`src/rtl/psp_pkg.sv`:
```
package psp_pkg;

  typedef enum logic [1:0] {
    PM_SINGLE  = 2'b00,
    PM_ROTATE  = 2'b01,
    PM_ADDRESS = 2'b10,
    PM_OFF     = 2'b11
  } port_mode_e;

  typedef enum logic [1:0] {
    IQ_NONE  = 2'b00,
    IQ_EVERY = 2'b01,
    IQ_RSVD  = 2'b10,
    IQ_LAST  = 2'b11
  } irq_mode_e;

  // next position of a rotating pointer over n slots
  function automatic int unsigned ptr_next(int unsigned p, int unsigned n);
    return (p + 1 >= n) ? 0 : p + 1;
  endfunction

  // slot targeted by a transfer for a given personality
  function automatic int unsigned slot_sel(port_mode_e m, int unsigned ptr,
                                           int unsigned addr);
    case (m)
      PM_ROTATE:  return ptr;
      PM_ADDRESS: return addr;
      default:    return 0;
    endcase
  endfunction

  // interrupt decision for the transfers ending this cycle
  function automatic logic irq_fire(irq_mode_e q, port_mode_e m,
                                    logic wr_end, logic rd_end,
                                    int unsigned ws, int unsigned rs,
                                    int unsigned last);
    case (q)
      IQ_EVERY: return wr_end || rd_end;
      IQ_LAST:  return (m == PM_ROTATE || m == PM_ADDRESS) &&
                       ((wr_end && ws == last) || (rd_end && rs == last));
      default:  return 1'b0;
    endcase
  endfunction

endpackage

```
`src/rtl/psp_strobe.sv`:
```
module psp_strobe (
  input  logic clk,
  input  logic rst_n,
  input  logic live,
  input  logic clr,
  output logic done
);
  logic seen_q;

  always_ff @(posedge clk or negedge rst_n) begin
    if (!rst_n) seen_q <= 1'b0;
    else        seen_q <= live;
  end

  assign done = seen_q && !live && !clr;
endmodule

```
`src/rtl/psp_bank.sv`:
```
module psp_bank #(
  parameter int DW   = 8,
  parameter int NBUF = 4,
  localparam int AW  = $clog2(NBUF)
) (
  input  logic            clk,
  input  logic            rst_n,
  input  logic            set_en,
  input  logic [AW-1:0]   set_idx,
  input  logic [DW-1:0]   set_data,
  input  logic            clr_en,
  input  logic [AW-1:0]   clr_idx,
  input  logic [AW-1:0]   rd_idx,
  output logic [DW-1:0]   rd_data,
  output logic [NBUF-1:0] full
);
  logic [NBUF-1:0][DW-1:0] flat;

  for (genvar i = 0; i < NBUF; i++) begin : g_slot
    logic [DW-1:0] d_q;
    logic          f_q;
    always_ff @(posedge clk or negedge rst_n) begin
      if (!rst_n) begin
        d_q <= '0;
        f_q <= 1'b0;
      end else if (set_en && set_idx == AW'(i)) begin
        d_q <= set_data;
        f_q <= 1'b1;
      end else if (clr_en && clr_idx == AW'(i)) begin
        f_q <= 1'b0;
      end
    end
    assign flat[i] = d_q;
    assign full[i] = f_q;
  end

  assign rd_data = flat[rd_idx];
endmodule

```
`src/rtl/psp_slave.sv`:
```
module psp_slave
  import psp_pkg::*;
#(
  parameter int DW   = 8,
  parameter int NBUF = 4,
  localparam int AW  = $clog2(NBUF)
) (
  input  logic          clk,
  input  logic          rst_n,
  input  logic          cfg_en,
  input  logic [1:0]    cfg_mode,
  input  logic [1:0]    cfg_irqm,
  input  logic          host_cs,
  input  logic          host_rd,
  input  logic          host_wr,
  input  logic [AW-1:0] host_addr,
  input  logic [DW-1:0] host_din,
  output logic [DW-1:0] host_dout,
  output logic          host_oe,
  input  logic          loc_wr,
  input  logic [AW-1:0] loc_widx,
  input  logic [DW-1:0] loc_wdata,
  input  logic          loc_rd,
  input  logic [AW-1:0] loc_ridx,
  output logic [DW-1:0] loc_rdata,
  output logic          irq,
  output logic          ovf_flag,
  output logic          unf_flag
);
  localparam int unsigned LAST = NBUF - 1;

  port_mode_e mode;
  irq_mode_e  iqm;
  assign mode = port_mode_e'(cfg_mode);
  assign iqm  = irq_mode_e'(cfg_irqm);

  logic live, rd_live, wr_live, rd_done, wr_done;
  assign live    = cfg_en && (mode != PM_OFF);
  assign rd_live = live && host_cs && host_rd;
  assign wr_live = live && host_cs && host_wr;

  psp_strobe u_rd_stb (.clk(clk), .rst_n(rst_n), .live(rd_live), .clr(!live), .done(rd_done));
  psp_strobe u_wr_stb (.clk(clk), .rst_n(rst_n), .live(wr_live), .clr(!live), .done(wr_done));

  logic [DW-1:0] wdat_q;
  logic [AW-1:0] addr_q, wptr, rptr;

  always_ff @(posedge clk or negedge rst_n) begin
    if (!rst_n) begin
      wdat_q <= '0;
      addr_q <= '0;
    end else begin
      if (wr_live) wdat_q <= host_din;
      if (live && host_cs) addr_q <= host_addr;
    end
  end

  logic [AW-1:0] wr_slot, rd_slot, rd_live_slot;
  assign wr_slot      = AW'(slot_sel(mode, 32'(wptr), 32'(addr_q)));
  assign rd_slot      = AW'(slot_sel(mode, 32'(rptr), 32'(addr_q)));
  assign rd_live_slot = AW'(slot_sel(mode, 32'(rptr), 32'(host_addr)));

  logic [NBUF-1:0] wfull, rfull;
  logic [DW-1:0]   rbuf_data;

  psp_bank #(.DW(DW), .NBUF(NBUF)) u_inbound (
    .clk(clk), .rst_n(rst_n),
    .set_en(wr_done), .set_idx(wr_slot), .set_data(wdat_q),
    .clr_en(loc_rd), .clr_idx(loc_ridx),
    .rd_idx(loc_ridx), .rd_data(loc_rdata), .full(wfull)
  );

  psp_bank #(.DW(DW), .NBUF(NBUF)) u_outbound (
    .clk(clk), .rst_n(rst_n),
    .set_en(loc_wr), .set_idx(loc_widx), .set_data(loc_wdata),
    .clr_en(rd_done), .clr_idx(rd_slot),
    .rd_idx(rd_live_slot), .rd_data(rbuf_data), .full(rfull)
  );

  assign host_oe   = rd_live;
  assign host_dout = rd_live ? rbuf_data : '0;

  logic ovr_evt, und_evt, irq_evt;
  assign ovr_evt = wr_done && wfull[wr_slot];
  assign und_evt = rd_done && !rfull[rd_slot];
  assign irq_evt = irq_fire(iqm, mode, wr_done, rd_done, 32'(wr_slot), 32'(rd_slot), LAST);

  always_ff @(posedge clk or negedge rst_n) begin
    if (!rst_n) begin
      wptr     <= '0;
      rptr     <= '0;
      ovf_flag <= 1'b0;
      unf_flag <= 1'b0;
      irq      <= 1'b0;
    end else if (!cfg_en) begin
      wptr     <= '0;
      rptr     <= '0;
      ovf_flag <= 1'b0;
      unf_flag <= 1'b0;
      irq      <= 1'b0;
    end else begin
      if (wr_done && mode == PM_ROTATE) wptr <= AW'(ptr_next(32'(wptr), NBUF));
      if (rd_done && mode == PM_ROTATE) rptr <= AW'(ptr_next(32'(rptr), NBUF));
      if (ovr_evt) ovf_flag <= 1'b1;
      if (und_evt) unf_flag <= 1'b1;
      irq <= irq_evt;
    end
  end
endmodule

```
`config.mk`:
```
export PLATFORM = sky130hd
export DESIGN_NAME = psp_slave
export DESIGN_NICKNAME = d
export VERILOG_FILES = /design/src/rtl/psp_pkg.sv /design/src/rtl/psp_strobe.sv /design/src/rtl/psp_bank.sv /design/src/rtl/psp_slave.sv
export SDC_FILE = /design/constraint.sdc
export NUM_CORES = 1
export LEC_CHECK = 0
export ABC_AREA = 1
export BUFFER_PORTS_ARGS = -buffer_cell sky130_fd_sc_hd__buf_2
export CORE_ASPECT_RATIO = 1.1
export CORE_UTILIZATION = 55
export CTS_CLUSTER_SIZE = 25
export DETAILED_ROUTE_END_ITERATION = 6
export GPL_TIMING_DRIVEN = 0
export PLACE_DENSITY_LB_ADDON = 0.2
export SETUP_SLACK_MARGIN = 0.15
export SYNTH_ARGS = -nofsm -noshare
export SYNTH_HDL_FRONTEND = slang
export SYNTH_HIERARCHICAL = 1
export SYNTH_SLANG_ARGS = --single-unit
```
`constraint.sdc`:
```
create_clock -name clk -period 3.1 [get_ports clk]
set_input_delay 0 -clock clk [delete_from_list [all_inputs] [get_ports clk]]
set_output_delay 0 -clock clk [all_outputs]
set_load 0.005 [all_outputs]
```
# Word-level counts from Yosys, hierarchy flattened
# Cells that the tools add are included.
# classes
n_reduce_logical	47
order_cmp	6
n_mux	40
eq_ne	21
add_sub_neg	2
# op_table
cell	n
$bmux W8 S2	2
$logic_and A1 B1 Y1	29
$mux W8	3
$mux W1	23
$eq A2 B2 Y1 const B	10
$reduce_bool A2 Y1	8
$eq A2 B1 Y1 const B	6
$lt A2 B3 Y1 const B	4
$mux W2	6
$pmux W2 S2	3
$logic_not A2 Y1	4
$ne A2 B1 Y1 const B	4
$add A2 B1 Y3 const B	2
$ge A3 B3 Y1 const B	2
$bmux W1 S2	2
$logic_not A1 Y1	3
$logic_or A1 B1 Y1	3
$ne A2 B2 Y1 const B	1
$pmux W1 S2	1
# totals
reg_bits	91
output_inout_bits	20
input_bits	34
elab_cells	141

# Longest topological paths before layout
# Gate-level depths: netlist (run 1).
# logic_depth
ltp_word	12
depth_mapped	14
depth_no_buf	13

# Hierarchy
# Netlist (run 1), hierarchy kept.
# modules_own_cells
mod	n_inst	cells_each	area_per_inst_um2
psp_bank	2	257	1965.6
psp_slave	1	146	1014.7
psp_strobe	2	4	38.8

# Least setup slack after synthesis (run 1)
# OpenSTA, ideal clock, no wires.
# synth_path
path_type	input -> register
start	input cfg_mode[0]
end	register u_inbound.g_slot[3].d_q[6]
t_required_ps	2983
path_slack_ps	1629
path_buffers	2
setup_ps	117
arrival_ps	1353
path_stages	14
path_cell_list	ha_1 -> inv_1 -> nand3_2 -> inv_2 -> nand2_2 -> inv_2 -> inv_1 -> nand2_1 -> nor2_2 -> buf_6 -> nand3_4 -> buf_6 -> nand2_1 -> o21ai_2
# synth_via
elab_chain_cells	8
# synth_rtl
element	line_no	rtl
start, declared	psp_slave.sv:11	input logic [1:0] cfg_mode,
$ne A2 B2 Y1	psp_slave.sv:38	assign live = cfg_en && (mode != PM_OFF);
$logic_and A1 B1 Y1	psp_slave.sv:38	
$logic_and A1 B1 Y1 (2 in series)	psp_slave.sv:40	assign wr_live = live && host_cs && host_wr;
net wr_live	psp_slave.sv:37	logic live, rd_live, wr_live, rd_done, wr_done;
$logic_not A1 Y1	psp_strobe.sv:15	assign done = seen_q && !live && !clr;
$logic_and A1 B1 Y1 (2 in series)	psp_strobe.sv:15	
net wr_done	psp_slave.sv:37	
$logic_and A1 B1 Y1	psp_bank.sv:26	end else if (set_en && set_idx == AW'(i)) begin
end signal, assigned	psp_bank.sv:27	d_q <= set_data;
end, declared	psp_bank.sv:20	logic [DW-1:0] d_q;
# The timed path passes the listed nets, and every way through them passes these cells.
# A chain may end at the register's enable or synchronous reset.

# Worst setup path after layout (run 1)
# layout_path
start	input cfg_en
end	register irq
# layout_via
elab_chain_cells	11
# layout_rtl
element	line_no	rtl
start, declared	psp_slave.sv:10	input logic cfg_en,
$logic_and A1 B1 Y1 (*)	psp_slave.sv:38	
$logic_and A1 B1 Y1 (2 in series)	psp_slave.sv:39	assign rd_live = live && host_cs && host_rd;
$logic_not A1 Y1	psp_strobe.sv:15	
$logic_and A1 B1 Y1	psp_strobe.sv:15	
$logic_and A1 B1 Y1 (*)	psp_strobe.sv:15	
net rd_done	psp_slave.sv:37	
$logic_and A1 B1 Y1	psp_pkg.sv:40	((wr_end && ws == last) || (rd_end && rs == last));
$logic_or A1 B1 Y1	psp_pkg.sv:40	
$logic_and A1 B1 Y1	psp_pkg.sv:39	IQ_LAST: return (m == PM_ROTATE || m == PM_ADDRESS) &&
$pmux W1 S2 (*)	psp_pkg.sv:37	case (q)
$mux W1 (*)	psp_slave.sv:95	end else if (!cfg_en) begin
end signal, assigned	psp_slave.sv:106	irq <= irq_evt;
end, declared	psp_slave.sv:26	output logic irq,
# The timed path passes the listed nets; every way through them passes the cells marked *.

==> flow_summary.toml, run 1 <==
[place]
io_buffer_count = 51
dp_hpwl_mm = 8.531
place_congestion = 0.9660
placed_area_um2 = 5451

[global_route]
grt_usage = 0.2735
antenna_found_initial = 0
grt_pass1_wl_mm = 20.11
grt-ovfl-total = 0
grt_pass1_vias = 4333
grt_max_degree = 50

[logic_synthesis]
yosysSeqAreaShare = 0.4533
synthDistinctLibCells = 26
synth_seq_cells = 91
netlist_area_um2 = 5024
syn_area_per_cell_um2 = 7.520
syn_inst = 668
synth.yosys.warnings = 6
syn_nets = 706

[floorplan]
core_area_um2 = 8874
die_h_um = 102.2
start_util = 0.5661
std_cell_rows = 36
io_pins = 54
die_area_um2 = 9521
die_x_um = 93.13

[timing]
skew_ps = 9.709
tns_ps = 0
setup_viol = 0
layout_min_cycle_time_ps = 2299
final-hold-violation-count = 0
slew_viol_final = 0
finalCritPeriodShare = 0.7417
max_slew_margin = 0.6165
fmax_ghz = 0.4349
worst-slew-pin-transition_ps = 575.3
rsz0062_at_grt = "no"

[clock_tree]
cts_tree = "yes"
cts.sinks = 91
post_cts_buffers = 0
clkSlewWorstSetupHoldPaths_ps = 100
cts_buffers = 9
htreeDepth = 3
clk_latency_ps = 360
clockRootBuffer = "clkbuf_8"
clock_path_buffers = 2

[finish]
diodes = 0
mostFrequentLayoutCells = "nand2_1, inv_1, dfrtp_1"
nFillCells = 732
layout-drive-gt1-share = 0.1854
final_common_cell = "nand2_1"
syn2layout_area_growth_pct = 18.48
fin_area_um2 = 5952
fin_nets = 799

[detailed_routing]
remaining_drc_errors = 0
finalWirelength_mm = 11.99
ant_nets = 0
via_per_inst = 5.101
wl_per_cell_um = 13.62
initialDrtViolationCount = 252
num_vias = 4489
dr.pass1.iters = 5

[setup_path]
path_cells = "dlygate4sd3_1, buf_4, nand3_2, inv_2, nand2_1, inv_1, inv_1, nand2_1, nor2_2, nand3_1, nand3_1, nand3_1, dlygate4sd3_1, inv_1"
cp.required_ps = 3410
crit_type = "in -> reg"
path_max_fanout = 9
arrival_ps = 2610
crit_path_top_delay_cell = "dlygate4sd3_1"
cp-end-kind = "flop"
crit_buf_inv = 7
cpPeakStageDelay_ps = 560
critPathTopFamily = "buffers and inverters"
start_kind = "primary input"

[power]
leakage_uw = 0.003368
power_density_nw_per_um2 = 457.8
peakVddDrop_mv = 0.2726

[outcome]
status = "finished, final reports clean"

[min_path]
holdCritPathClass = "in -> reg"

[flow_run]
cap_violations = 0
==> cell families (layout without fill, tap and decap cells) <==
| kind of cell | Yosys count | after routing | share of synthesized area |
|---|---|---|---|
| XOR/XNOR | 1 | 1 | 0.001744 |
| flip-flops | 91 | 91 | 0.4533 |
| AND/OR/NAND/NOR | 395 | 395 | 0.3602 |
| AO/OA/AOI/OAI | 24 | 24 | 0.03786 |
| buffers and inverters | 153 | 251 | 0.1370 |
| adder cells (fa/ha/maj) | 4 | 4 | 0.009963 |
==> path summary, 6_finish.rpt <==
kind,start,cells past startpoint,endpoint,slack [ps]
max,cfg_en,14,irq,800
max in group asynchronous,rst_n,3,u_outbound/g_slot[1].d_q[6],2290
max reg2reg,addr_q[0],9,irq,1370
min reg2reg,u_outbound/g_slot[2].f_q,2,u_outbound/g_slot[2].f_q,480
min,host_wr,4,wdat_q[2],50
min in group asynchronous,rst_n,2,u_inbound/g_slot[0].f_q,170
==> cells in the mapped netlist <==
cell | number | area (um2)
a21oi_1 | 4 | 20.02
nand3_2 | 1 | 10.01
nor2_2 | 2 | 12.51
nand3_4 | 6 | 105.1
o21ai_2 | 16 | 140.1
nand4_1 | 32 | 200.2
xor2_1 | 1 | 8.760
nor4_1 | 1 | 6.260
nand2_4 | 2 | 22.52
ha_1 | 4 | 50.05
buf_2 | 10 | 50.05
o21bai_1 | 1 | 7.510
inv_1 | 115 | 431.7
dfrtp_1 | 91 | 2277
a31o_2 | 1 | 8.760
nor2_1 | 10 | 37.54
nand3b_1 | 1 | 7.510
inv_2 | 9 | 33.78
o21ai_0 | 1 | 5.000
a21oi_2 | 1 | 8.760
buf_4 | 11 | 82.58
nor2_8 | 2 | 40.04
buf_6 | 8 | 90.09
nand3_1 | 69 | 345.3
nand2_2 | 5 | 31.28
nand2_1 | 264 | 991.0
==> power by group <==
group	switching, uW	internal [uW]
sequential	91.5	1320
combinational	299	198
clock	442	378
==> metrics by stage <==
step	setup WS (ps)	hold WS (ps)	util	power [uW]	cells
after floorplan	1629	-295.6	-	1723	668
after global placement	1176	194.0	0.6110	1869	833
after detailed placement	1128	40.69	0.6144	1893	834
after CTS	856.6	39.78	0.6708	2746	880
after global routing	641.9	43.64	0.6708	2880	880
final	800.7	49.11	0.6708	2725	880
==> worst register-to-register path: stages, from the launching register on <==
cell	delay [ps]
dfrtp_1	350
nand2_1	110
nand2_2	110
nand2_2	70
inv_1	190
nand3_1	100
nand3_1	90
nand3_1	60
dlygate4sd3_1	550
inv_1	60
==> state kept, by name, indices dropped and copies added (netlist names) <==
name	cells
irq	1
addr_q	2
u_outbound/g_slot.d_q	32
wdat_q	8
u_inbound/g_slot.f_q	4
u_outbound/g_slot.f_q	4
rptr	2
unf_flag	1
u_rd_stb/seen_q	1
ovf_flag	1
u_wr_stb/seen_q	1
wptr	2
u_inbound/g_slot.d_q	32
==> area by class of cell <==
cell class	count	area, um2	area share
Clock buffer	9	123.9	0.02081
Sequential cell	91	2277	0.3826
Inverter	124	465.4	0.07820
Timing Repair Buffer	82	585.6	0.09838
Buffer	29	222.7	0.03742
Clock inverter	7	76.32	0.01282
Multi-Input combinational cell	424	2058	0.3458
Tap cell	114	142.6	0.02396
==> metal layers <==
metal / up-vias / wire, um / global-route usage
met4: 0 / 289 / 0.09231
met5: - / 0 / 0
met2: 150 / 6137 / 0.5011
met3: 25 / 614 / 0.04018
met1: 2075 / 4945 / 0.3300
li1: 2239 / - / -
==> timing repair <==
| item | CTS | global route |
|---|---|---|
| endpoints found under the setup margin | 0 | 0 |
| hold buffers | 30 | 0 |
| gates resized for setup | 0 | 0 |
| endpoints found under the hold margin | 94 | 0 |
(Power assumes the default switching activity.)
==> inputs of run 2 (changes only) <==
--- a/config.mk
+++ b/config.mk
@@ -8,7 +8,7 @@
 export ABC_AREA = 1
 export BUFFER_PORTS_ARGS = -buffer_cell sky130_fd_sc_hd__buf_2
 export CORE_ASPECT_RATIO = 1.1
-export CORE_UTILIZATION = 55
+export CORE_UTILIZATION = 53
 export CTS_CLUSTER_SIZE = 25
 export DETAILED_ROUTE_END_ITERATION = 6
 export GPL_TIMING_DRIVEN = 0
==> constraint.sdc (replaced) <==
create_clock -name clk -period 2 [get_ports clk]
set_input_delay 0 -clock clk [delete_from_list [all_inputs] [get_ports clk]]
set_output_delay 0 -clock clk [all_outputs]
set_load 0.005 [all_outputs]
==> run 2 against run 1 <==
  * Total power rose by 56%
  * Flip-flop and latch count stayed put
  * Combinational power grew 61%
  * Clock power rose by 54%
  * Sequential power rose by 55%
  * Critical path depth shrank 5
  * Die area increased by 3.7%
  * Via count is 0.45% higher
  * Hold slack worse by 20 ps
  * First-iteration DRC count down 18%
  * Sequential share of layout area decreased by 0.96 points
  * Non-clock buffer count rose by 8
  * Largest cell class unchanged
==> flow_summary.toml, run 2 (synthesis gave the netlist of run 1 again) <==
[timing]
skew_ps = 10.87
fmax_ghz = 0.5394
worst-slew-pin-transition_ps = 451.4
rsz0062_at_grt = "yes"
setup_viol = 0
max_slew_margin = 0.6991
finalCritPeriodShare = 0.9269
slew_viol_final = 0
layout_min_cycle_time_ps = 1854
final-hold-violation-count = 0
tns_ps = 0

[floorplan]
die_x_um = 94.83
io_pins = 54
die_area_um2 = 9872
std_cell_rows = 36
start_util = 0.5576
core_area_um2 = 9009
die_h_um = 104.1

[finish]
fin_nets = 807
syn2layout_area_growth_pct = 21.54
final_common_cell = "nand2_1"
utilization = 0.6778
diodes = 0
nFillCells = 773
top_regs = "u_inbound/g_slot.d_q: 32 flops, u_outbound/g_slot.d_q: 32 flops, wdat_q: 8 flops"
layout-drive-gt1-share = 0.2132
mostFrequentLayoutCells = "nand2_1, inv_1, dfrtp_1"

[place]
io_buffer_count = 51
place_congestion = 0.9548
dp_hpwl_mm = 8.674

[power]
peakVddDrop_mv = 0.4047
power_density_nw_per_um2 = 696.1
leakage_uw = 0.003431

[setup_path]
start_kind = "flop"
crit_top_cell = "nand2_1"
crit_buf_inv = 4
crit_type = "reg -> out"
cp.required_ps = 2000
critPathTopFamily = "buffers and inverters"
path_cells = "nand2_1, a21oi_1, buf_4, clkinvlp_4, nand3_1, nand2_1, inv_1, nor2_1, buf_2"
cp-end-kind = "primary output"
arrival_ps = 1850
crit_path_top_delay_cell = "dfrtp_1"
rrSetupSlack_ps = 410
path_max_fanout = 8
cpPeakStageDelay_ps = 380

[clock_tree]
clock_path_buffers = 2
cts_buffers = 9
clockRootBuffer = "clkbuf_8"
htreeDepth = 3
cts_tree = "yes"
cts.sinks = 91
clk_latency_ps = 360
clkSlewWorstSetupHoldPaths_ps = 90

[detailed_routing]
via_per_inst = 5.078
remaining_drc_errors = 0
finalWirelength_mm = 12.44
num_vias = 4509
ant_nets = 0
dr.pass1.iters = 4
wl_per_cell_um = 14.01
initialDrtViolationCount = 206

[global_route]
grt_pass1_vias = 4438
grt_pass1_wl_mm = 20.53
grt-ovfl-total = 0
antenna_found_initial = 0
grt_usage = 0.2703
grt_max_degree = 61

[flow_run]
cap_violations = 0

[min_path]
holdCritPathClass = "in -> reg"

[outcome]
status = "finished, final reports clean"
[run 2: cell count changes in the layout (fill, tap and decap cells not counted), moves of 2 or more]
cell      previous run  this run
buf_2               60        57
buf_4               12        20
inv_6                2         0
nand3_1             69        61
nand2_1            264       258
nand3_2              1         9
buf_6                8        11
nand2_2              5        10
clkbuf_1             0         2
[run 2: final timing paths]
check,start,endpoint,cells after the start
worst min register to register,u_outbound/g_slot[2].d_q[1],u_outbound/g_slot[2].d_q[1],2
max in group asynchronous,rst_n,u_outbound/g_slot[1].d_q[0],3
min in group asynchronous,rst_n,irq,2
worst max register to register,addr_q[1],u_inbound/g_slot[0].d_q[3],9
worst max-delay path,rptr[1],host_dout[1],9
worst min-delay path,host_wr,wdat_q[4],4
[run 2: layer usage]
layer,up-vias,part of all wire,global-route usage,wire length (um)
met3,43,0.057,0.04825,705
met4,0,0.045,0.1580,561
met1,2074,0.41,0.3332,5085
li1,2243,-,-,-
met5,-,0,0,0
met2,149,0.49,0.4373,6091
[run 2: area by class of cell]
type | count | area, um2 | area share
repair buffers | 90 | 646.9 | 0.1059
multi-input cells | 424 | 2122 | 0.3475
flip-flops and latches | 91 | 2277 | 0.3729
well taps | 114 | 142.6 | 0.02336
clock buffers | 12 | 145.1 | 0.02377
plain buffers | 29 | 245.2 | 0.04016
clock inverters | 4 | 50.05 | 0.008197
inverters | 124 | 476.7 | 0.07807
[run 2: stage by stage]
stage                     instance area [um2]  power (uW)  setup WS (ps)  cells  hold WS (ps)
after floorplan                          5024        2671          529.5    668        -295.6
after global placement                   5421        2892          70.85    833         195.7
after detailed placement                 5451        2933          87.77    834        -20.27
after CTS                                5968        4240          150.9    882         17.46
after global routing                     6106        4495          69.52    888         32.80
final                                    6106        4250          146.1    888         28.72
[run 2: what timing repair did]
action | CTS | global route
buffers inserted | 3 | 5
gates cloned | 0 | 1
endpoints found under the hold margin | 102 | 0
resized for setup | 3 | 28
hold buffers | 29 | 0
endpoints found under the setup margin | 8 | 8
pin swaps | 0 | 9
[run 2: where the power goes]
| group | internal, uW | leakage [uW] | total, uW | switching [uW] |
|---|---|---|---|---|
| clock | 611 | 0.0000926 | 1260 | 651 |
| combinational | 324 | 0.00216 | 801 | 477 |
| sequential | 2040 | 0.00118 | 2190 | 146 |
[run 2: tightest hold or removal path, stage by stage]
cell and delay, ps:
buf_2 90, nand2_2 130, nand2_1 90, nand2_1 50
